## src/rtl/rs485_dir_pkg.sv

```systemverilog
package rs485_dir_pkg;

    typedef enum logic [1:0] {
        DIR_RX   = 2'd0,
        DIR_TX   = 2'd1,
        DIR_HOLD = 2'd2
    } dir_state_e;

    typedef struct packed {
        logic fifo_wr;
        logic fifo_empty;
        logic stop_done;
    } tx_evt_t;

    function automatic logic drive_level(input logic transmit, input logic inv);
        return transmit ? inv : ~inv;
    endfunction

endpackage

```

## src/rtl/rs485_bit_timer.sv

```systemverilog
module rs485_bit_timer #(
    parameter int OVERSAMPLE = 16
) (
    input  logic clk,
    input  logic rst,
    input  logic run,
    input  logic tick,
    output logic done
);
    localparam int CW = (OVERSAMPLE > 2) ? $clog2(OVERSAMPLE) : 1;
    localparam logic [CW-1:0] LAST = CW'(OVERSAMPLE - 1);

    logic [CW-1:0] cnt;

    always_ff @(posedge clk) begin
        if (rst || !run) begin
            cnt <= '0;
        end else if (tick) begin
            cnt <= (cnt == LAST) ? '0 : cnt + 1'b1;
        end
    end

    assign done = run & tick & (cnt == LAST);


    timer_fresh_chk: assert property (@(posedge clk) disable iff (rst)
        (run && !$past(run)) |-> (cnt == '0));

endmodule

```

## src/rtl/rs485_dir_fsm.sv

```systemverilog
module rs485_dir_fsm
    import rs485_dir_pkg::*;
(
    input  logic       clk,
    input  logic       rst,
    input  logic       auto_en,
    input  tx_evt_t    evt,
    input  logic       timer_done,
    output dir_state_e st,
    output logic       hold_run
);
    dir_state_e st_nx;

    always_comb begin
        st_nx = st;
        if (!auto_en) begin
            st_nx = DIR_RX;
        end else if (evt.fifo_wr) begin
            st_nx = DIR_TX;
        end else begin
            unique case (st)
                DIR_TX:   if (evt.stop_done && evt.fifo_empty) st_nx = DIR_HOLD;
                DIR_HOLD: if (timer_done) st_nx = DIR_RX;
                default:  st_nx = st;
            endcase
        end
    end

    always_ff @(posedge clk) begin
        if (rst) st <= DIR_RX;
        else     st <= st_nx;
    end

    assign hold_run = (st == DIR_HOLD) && auto_en && !evt.fifo_wr;


    wr_to_tx_chk: assert property (@(posedge clk) disable iff (rst)
        (auto_en && evt.fifo_wr) |=> (st == DIR_TX));

    hold_keep_chk: assert property (@(posedge clk) disable iff (rst)
        (st == DIR_HOLD && auto_en && !evt.fifo_wr && !timer_done) |=> (st == DIR_HOLD));

    legacy_rx_chk: assert property (@(posedge clk) disable iff (rst)
        !auto_en |=> (st == DIR_RX));

    reset_rx_chk: assert property (@(posedge clk) disable iff (rst)
        $past(rst) |-> (st == DIR_RX));

    rx_ignore_chk: assert property (@(posedge clk) disable iff (rst)
        (st == DIR_RX && !evt.fifo_wr) |=> (st == DIR_RX));

endmodule

```

## src/rtl/rs485_txirq_gen.sv

```systemverilog
module rs485_txirq_gen (
    input  logic clk,
    input  logic rst,
    input  logic auto_en,
    input  logic fifo_empty,
    input  logic shift_idle,
    output logic irq
);
    always_ff @(posedge clk) begin
        if (rst) irq <= 1'b0;
        else     irq <= fifo_empty & (shift_idle | ~auto_en);
    end


    auto_irq_hold_chk: assert property (@(posedge clk) disable iff (rst)
        (auto_en && !shift_idle) |=> !irq);

    legacy_irq_chk: assert property (@(posedge clk) disable iff (rst)
        (!auto_en && fifo_empty) |=> irq);

endmodule

```

## src/rtl/rs485_dir_ctrl.sv

```systemverilog
module rs485_dir_ctrl
    import rs485_dir_pkg::*;
#(
    parameter int OVERSAMPLE = 16
) (
    input  logic clk,
    input  logic rst,
    input  logic auto_en,
    input  logic dir_inv,
    input  logic mcr_rts,
    input  logic fifo_wr,
    input  logic fifo_empty,
    input  logic shift_idle,
    input  logic stop_done,
    input  logic tick16,
    output logic dir_out,
    output logic thr_irq
);
    tx_evt_t    evt;
    dir_state_e st;
    logic       hold_run;
    logic       timer_done;

    assign evt = '{fifo_wr: fifo_wr, fifo_empty: fifo_empty, stop_done: stop_done};

    rs485_bit_timer #(.OVERSAMPLE(OVERSAMPLE)) u_timer (
        .clk  (clk),
        .rst  (rst),
        .run  (hold_run),
        .tick (tick16),
        .done (timer_done)
    );

    rs485_dir_fsm u_fsm (
        .clk        (clk),
        .rst        (rst),
        .auto_en    (auto_en),
        .evt        (evt),
        .timer_done (timer_done),
        .st         (st),
        .hold_run   (hold_run)
    );

    rs485_txirq_gen u_irq (
        .clk        (clk),
        .rst        (rst),
        .auto_en    (auto_en),
        .fifo_empty (fifo_empty),
        .shift_idle (shift_idle),
        .irq        (thr_irq)
    );

    assign dir_out = auto_en ? drive_level(st != DIR_RX, dir_inv) : mcr_rts;


    polarity_chk: assert property (@(posedge clk) disable iff (rst)
        (auto_en && $past(auto_en) && $past(fifo_wr)) |-> (dir_out == dir_inv));

endmodule

```

## config.mk

```make
export PLATFORM = sky130hd
export DESIGN_NAME = rs485_dir_ctrl
export DESIGN_NICKNAME = d
export VERILOG_FILES = /design/src/rtl/rs485_dir_pkg.sv /design/src/rtl/rs485_bit_timer.sv /design/src/rtl/rs485_dir_fsm.sv /design/src/rtl/rs485_txirq_gen.sv /design/src/rtl/rs485_dir_ctrl.sv
export SDC_FILE = /design/constraint.sdc
export NUM_CORES = 1
export LEC_CHECK = 0
export ABC_AREA = 1
export BUFFER_PORTS_ARGS = -buffer_cell sky130_fd_sc_hd__buf_4
export CAP_MARGIN = 20
export CORE_AREA = 10 10 47 49
export DETAILED_ROUTE_END_ITERATION = 6
export DIE_AREA = 0 0 57 59
export PLACE_DENSITY = 0.6
export REMOVE_ABC_BUFFERS = 1
export SLEW_MARGIN = 20
export SYNTH_ARGS = -nofsm -noshare
export SYNTH_HDL_FRONTEND = slang
export SYNTH_SLANG_ARGS = --single-unit
```

## constraint.sdc

```tcl
create_clock -name clk -period 1.6 [get_ports clk]
set_clock_uncertainty 0.1 [all_clocks]
set_input_delay 0.32 -clock clk [delete_from_list [all_inputs] [get_ports clk]]
set_output_delay 0.32 -clock clk [all_outputs]
set_load 0.01 [all_outputs]
```

* Word level (Yosys, flattened, before mapping) *
Cells that the tools add are included.
Widths: inputs -> output; s select.

word-level totals
  memory bits (read-only) = 0
  RAM bits = 0
  register bits after elaboration = 7
  memories = 0
  bits in latches = 0
  bits of input ports = 10
  output and inout bits = 2

cells by class
  magnitude comparators = 0
  multiplexer cells = 7
  multiply operators = 0
  reduce and logical (&&, ||, !) cells = 13
  shift-type cells = 0
  equal/unequal tests = 7
  divide/modulo/power cells = 0
  $add $sub $neg = 1
  bitwise operators = 6

operators with widths
  kind                 count
  $reduce_and 3->1     2
  $add 4x1->4 const B  1
  $eq 4x4->1 const B   1
  $mux 2               2
  $mux 4               1
  $pmux 2 s2           1
  $reduce_bool 2->1    2
  $and 1x1->1          3
  $logic_and 1x1->1    3
  $mux 1               3
  $ne 3x2->1 const B   1
  $ne 3x3->1 const B   1
  $reduce_bool 3->1    1
  $reduce_or 3->1      1
  $eq 2x1->1 const B   1
  $eq 2x2->1 const B   1
  $logic_not 1->1      2
  $ne 2x1->1 const B   1
  $ne 2x2->1 const B   1
  $not 1->1            2
  $reduce_or 2->1      1
  $logic_or 1x1->1     1
  $or 1x1->1           1

* Longest topological paths before layout *
  depth in word-level cells = 8
  depth in mapped cells = 9

* Cells and area by module *
From an unflattened synthesis, not the netlist that was laid out.

unflattened totals
  cell total of the unflattened synthesis = 59
  area, all modules = 382.9 µm²

by module, submodules not included
  module           area an instance (µm²)  cells each  times used  seq. area each (µm²)
  rs485_bit_timer  192.7                   26          1           80.1
  rs485_dir_fsm    120.1                   20          1           40.0
  rs485_txirq_gen  38.8                    6           1           20.0
  rs485_dir_ctrl   31.3                    7           1           0.0

* Worst setup path before layout *
Ideal clock, no wire load.

  path type = flip-flop to output port
  start = register u_fsm.st[0]
  end = output port dir_out
  slack = 0.209 ns
  cell stages (with the launch flop) = 5
  data required time = 1.180 ns
  data arrival time = 0.971 ns
  path through = dfxtp_1 -> inv_1 -> ha_1 -> xnor2_1 -> o21ai_0

between the ends
  word-level cells in the longest chain between the ends = 3

RTL lines
  element                 line                  text
  from (decl)             rs485_dir_fsm.sv:9    output dir_state_e st,
  from (signal assigned)  rs485_dir_fsm.sv:31   else st <= st_nx;
  $reduce_bool 2->1       rs485_dir_ctrl.sv:53  assign dir_out = auto_en ? drive_level(st != DIR_RX, dir_inv) : mcr_rts;
  $mux 1                  rs485_dir_pkg.sv:16   return transmit ? inv : ~inv;
  $mux 1                  rs485_dir_ctrl.sv:53
  to (decl)               rs485_dir_ctrl.sv:16  output logic dir_out,

Every way passes these cells.

* Final worst setup path *
Same ends and word-level chain as after synthesis.

==> metrics list <==
- Status: completed
* Wire length of the first global-routing pass: 1.36 mm
* Start point of the worst min-delay path: rst
- Count of cells along the worst hold path: 2
- Max-cap violations: 0
- IR analysis of the VDD net gives a maximum drop of 393 µV.
- Final antenna-violating net count: 0
- After detailed routing, the average wire length per cell comes to 9.48 µm.
- Switching share of power: 0.230
- For the pin with the worst max-slew slack, the measured transition is 0.180 ns.
- Aggregate global-route resource usage: 0.0527
- Longest Clk Path Bufs: 2
* Port Buffers: 11
- In this run the worst hold path is classified as input port to flop.
- DRC Markers: 0
* Number of antenna violations at the first check in global routing: 0
- Summing all non-filler instances in the final layout gives an area of 583 µm².
* Metal3 WL: 60 µm
* Proportion of synthesized chip area in sequential cells: 0.343
* Count of synthesis-stage warnings from yosys: 0
- Layout Nets: 91
- Highest metal layer with signal wires: met4
- Met1 layer wirelength in the final routing: 318 µm
- Area post-placement: 512 µm²
- For this design the top-level I/O count stands at 12.
* FF-to-FF setup slack: 0.29 ns
- CP endpoint kind: output pin
- At the later pin of the worst-skew pair, clock insertion delay measures 0.25 ns.
- Launching element type of the critical path: flop
* Sum Neg Setup Slack: 0 ns
- Before antenna repair, the detailed router went through 4 iterations.
- The share of total power dissipated in sequential elements is 0.449.
- Of the cells placed in the final design, the portion with a size suffix greater than 1 is 0.382.
* Clock period minus final worst setup slack: 1.58 ns
* Final critical-path share of the clock period: 0.989
- After technology mapping, the gate count stands at 58.
- Core area: 0.00140 mm²
- Comb power frac: 0.152
* Root buffer cell: clkbuf_4
- Routed via count: 412
* Post-detailed-placement half-perimeter wirelength: 724 µm
- P per Cell Area: 684 mW/mm²
* Overall die area: 0.00336 mm²
* Critical path data arrival time: 1.16 ns
- 0 antenna diodes ended up in the layout.
- The die is 57 µm wide.
- In this run the vertical extent of the chip is 59 µm.
- In this run, distinct cell masters in the synthesized netlist total 16.
- The share of total power dissipated in the clock network is 0.398.
- Wire segments on met2 add up to 486 µm in the final route.
- Startpoint of the most critical register-to-register path: u_fsm.st[1]$_SDFFE_PP0P_
* Setup violators final: 0
- Clock-pin slew was measured on the worst setup and hold paths at 0.05 ns.
- The count of pins over their slew limit is 0.
* TritonCTS sink count: 7
* Largest net degree at the start of global routing: 6
- Top achievable clock speed: 632 MHz
* Overflow after GRT: 0
- Internal power contribution: 307 µW
- Setup repair after global routing could not meet its margin everywhere.
- The worst setup path is of the flop to output pin kind.
- Avg Inst Size Synth: 7.05 µm²
- Detail-routed via count per cell: 4.48
- Wires add up to 872 µm.
* Netlist Area Pre-Place: 409 µm²
- P_leak: 0.252 nW
- Post-synthesis register bit count: 7
- Row generation in the floorplan step produced 14 rows.
* Sum of internal, switching and leakage power: 399 µW
* Count of endpoints failing hold in the final timing report: 0
- First DRT Iteration DRCs: 5
* Via count of the first global-routing pass: 370
* Inserted Clock Buffers: 3
* Headroom to the max-slew limit: 0.879
* Initial cell density of the core: 0.292
- CTS built an H-tree with a depth of 1.
* Reg2reg path depth: 9
- In this run the worst path has a maximum fanout of 2.
- TritonCTS built the clock tree.
- Final weighted congestion of routability-driven global placement: 0.713
- Min-Delay Endpoint: u_irq.irq$_SDFF_PP0_
* Psw: 91.6 µW
- Reg2Reg Capture Point: u_fsm.st[0]$_SDFFE_PP0P_
- Compared with the post-synthesis result, the final layout area differs by 42.5%.
* Required time at the endpoint of the critical path: 1.18 ns
==> registers in the layout (all words and copies together), names as in the netlist <==
register     cells
u_timer.cnt      4
u_fsm.st         2
u_irq.irq        1
==> power by group through the flow <==
stage | clock [mW] | combinational (mW) | sequential, mW
after floorplan | 0 | 0.0235 | 0.183
after global placement | 0 | 0.0521 | 0.182
after detailed placement | 0 | 0.0530 | 0.182
after CTS | 0.170 | 0.0563 | 0.179
after global routing | 0.185 | 0.0674 | 0.179
final | 0.159 | 0.0607 | 0.179
==> routing by layer <==
metal  vias up  GRT usage
li1        223          -
met4         0     0.0201
met1       180     0.0416
met2         7     0.0915
met3         2     0.0472
met5         -          0
==> worst max-delay path by stage <==
stage                             startpoint  endpoint  slack (ns)
floorplan           u_fsm.st[0]$_SDFFE_PP0P_   dir_out        0.21
global placement    u_fsm.st[0]$_SDFFE_PP0P_   dir_out        0.19
detailed placement  u_fsm.st[0]$_SDFFE_PP0P_   dir_out        0.16
CTS                 u_fsm.st[0]$_SDFFE_PP0P_   dir_out      0.0005
global route        u_fsm.st[0]$_SDFFE_PP0P_   dir_out       -0.03
finish              u_fsm.st[0]$_SDFFE_PP0P_   dir_out        0.02
==> critical path, stage by stage (launching register included) <==
cell     delay, ns
dfxtp_2       0.33
inv_2         0.05
ha_4          0.15
xnor2_2       0.12
o21ai_1       0.13
buf_4         0.14
==> cell families (layout without fill, tap and decap cells) <==
kind of cell	Yosys count	after routing	synth area share
fa+ha+maj	4	4	0.122
buf+inv	8	26	0.0734
flops	7	7	0.342
compound gates	11	11	0.141
simple gates	27	27	0.300
xor+xnor	1	1	0.0214
==> stage by stage <==
step / util / setup slack, ns / hold WS, ns / cells
2_1_floorplan: - / 0.209 / 0.292 / 58
3_3_place_gp: 0.365 / 0.193 / 0.365 / 85
3_5_place_dp: 0.365 / 0.164 / 0.376 / 85
4_1_cts: 0.398 / 0.000510 / 0.125 / 91
5_1_grt: 0.416 / -0.0287 / 0.122 / 92
6_report: 0.416 / 0.0175 / 0.135 / 92
==> placed cells by master, fill, tap and decap left out <==
master	count
nand2_2	1
nor2_2	1
dfxtp_1	5
nand2_1	15
clkbuf_1	1
inv_1	3
ha_1	3
ha_4	1
o21ai_0	2
or2_0	3
nand4_1	1
clkbuf_4	3
xnor2_2	1
buf_4	14
a211oi_1	1
dfxtp_2	2
nor2_1	5
nand3_2	1
inv_2	5
a21oi_1	5
o21ai_1	3
==> Yosys cell counts <==
| master | number | area, µm² |
|---|---|---|
| nand4_1 | 1 | 6.26 |
| nor2_1 | 5 | 18.8 |
| nor2_2 | 1 | 6.26 |
| dfxtp_1 | 7 | 140 |
| a21oi_1 | 5 | 25.0 |
| or2_0 | 3 | 18.8 |
| o21ai_1 | 2 | 10.0 |
| xnor2_1 | 1 | 8.76 |
| o21ai_0 | 3 | 15.0 |
| inv_1 | 5 | 18.8 |
| nand3_2 | 1 | 10.0 |
| a211oi_1 | 1 | 7.51 |
| nand2_2 | 1 | 6.26 |
| inv_2 | 3 | 11.3 |
| ha_1 | 4 | 50.1 |
| nand2_1 | 15 | 56.3 |
==> timing repair <==
item / in CTS / in global routing
endpoints found under the setup margin: 1 / 1
hold buffers: 0 / 0
endpoints found under the hold margin: 0 / 0
gates resized for setup: 5 / 3
buffers inserted: 2 / 1
gates cloned: 0 / 0
pin swaps: 1 / 3
==> cell type report <==
| type | instances | area (µm²) |
|---|---|---|
| repair buffers | 14 | 105 |
| fillers | 159 | 818 |
| flip-flops and latches | 7 | 143 |
| inverters | 8 | 30.0 |
| well taps | 16 | 20.0 |
| clock buffers | 4 | 26.3 |
| multi-input cells | 43 | 259 |
Note: power is estimated with default switching activity, not from simulation.
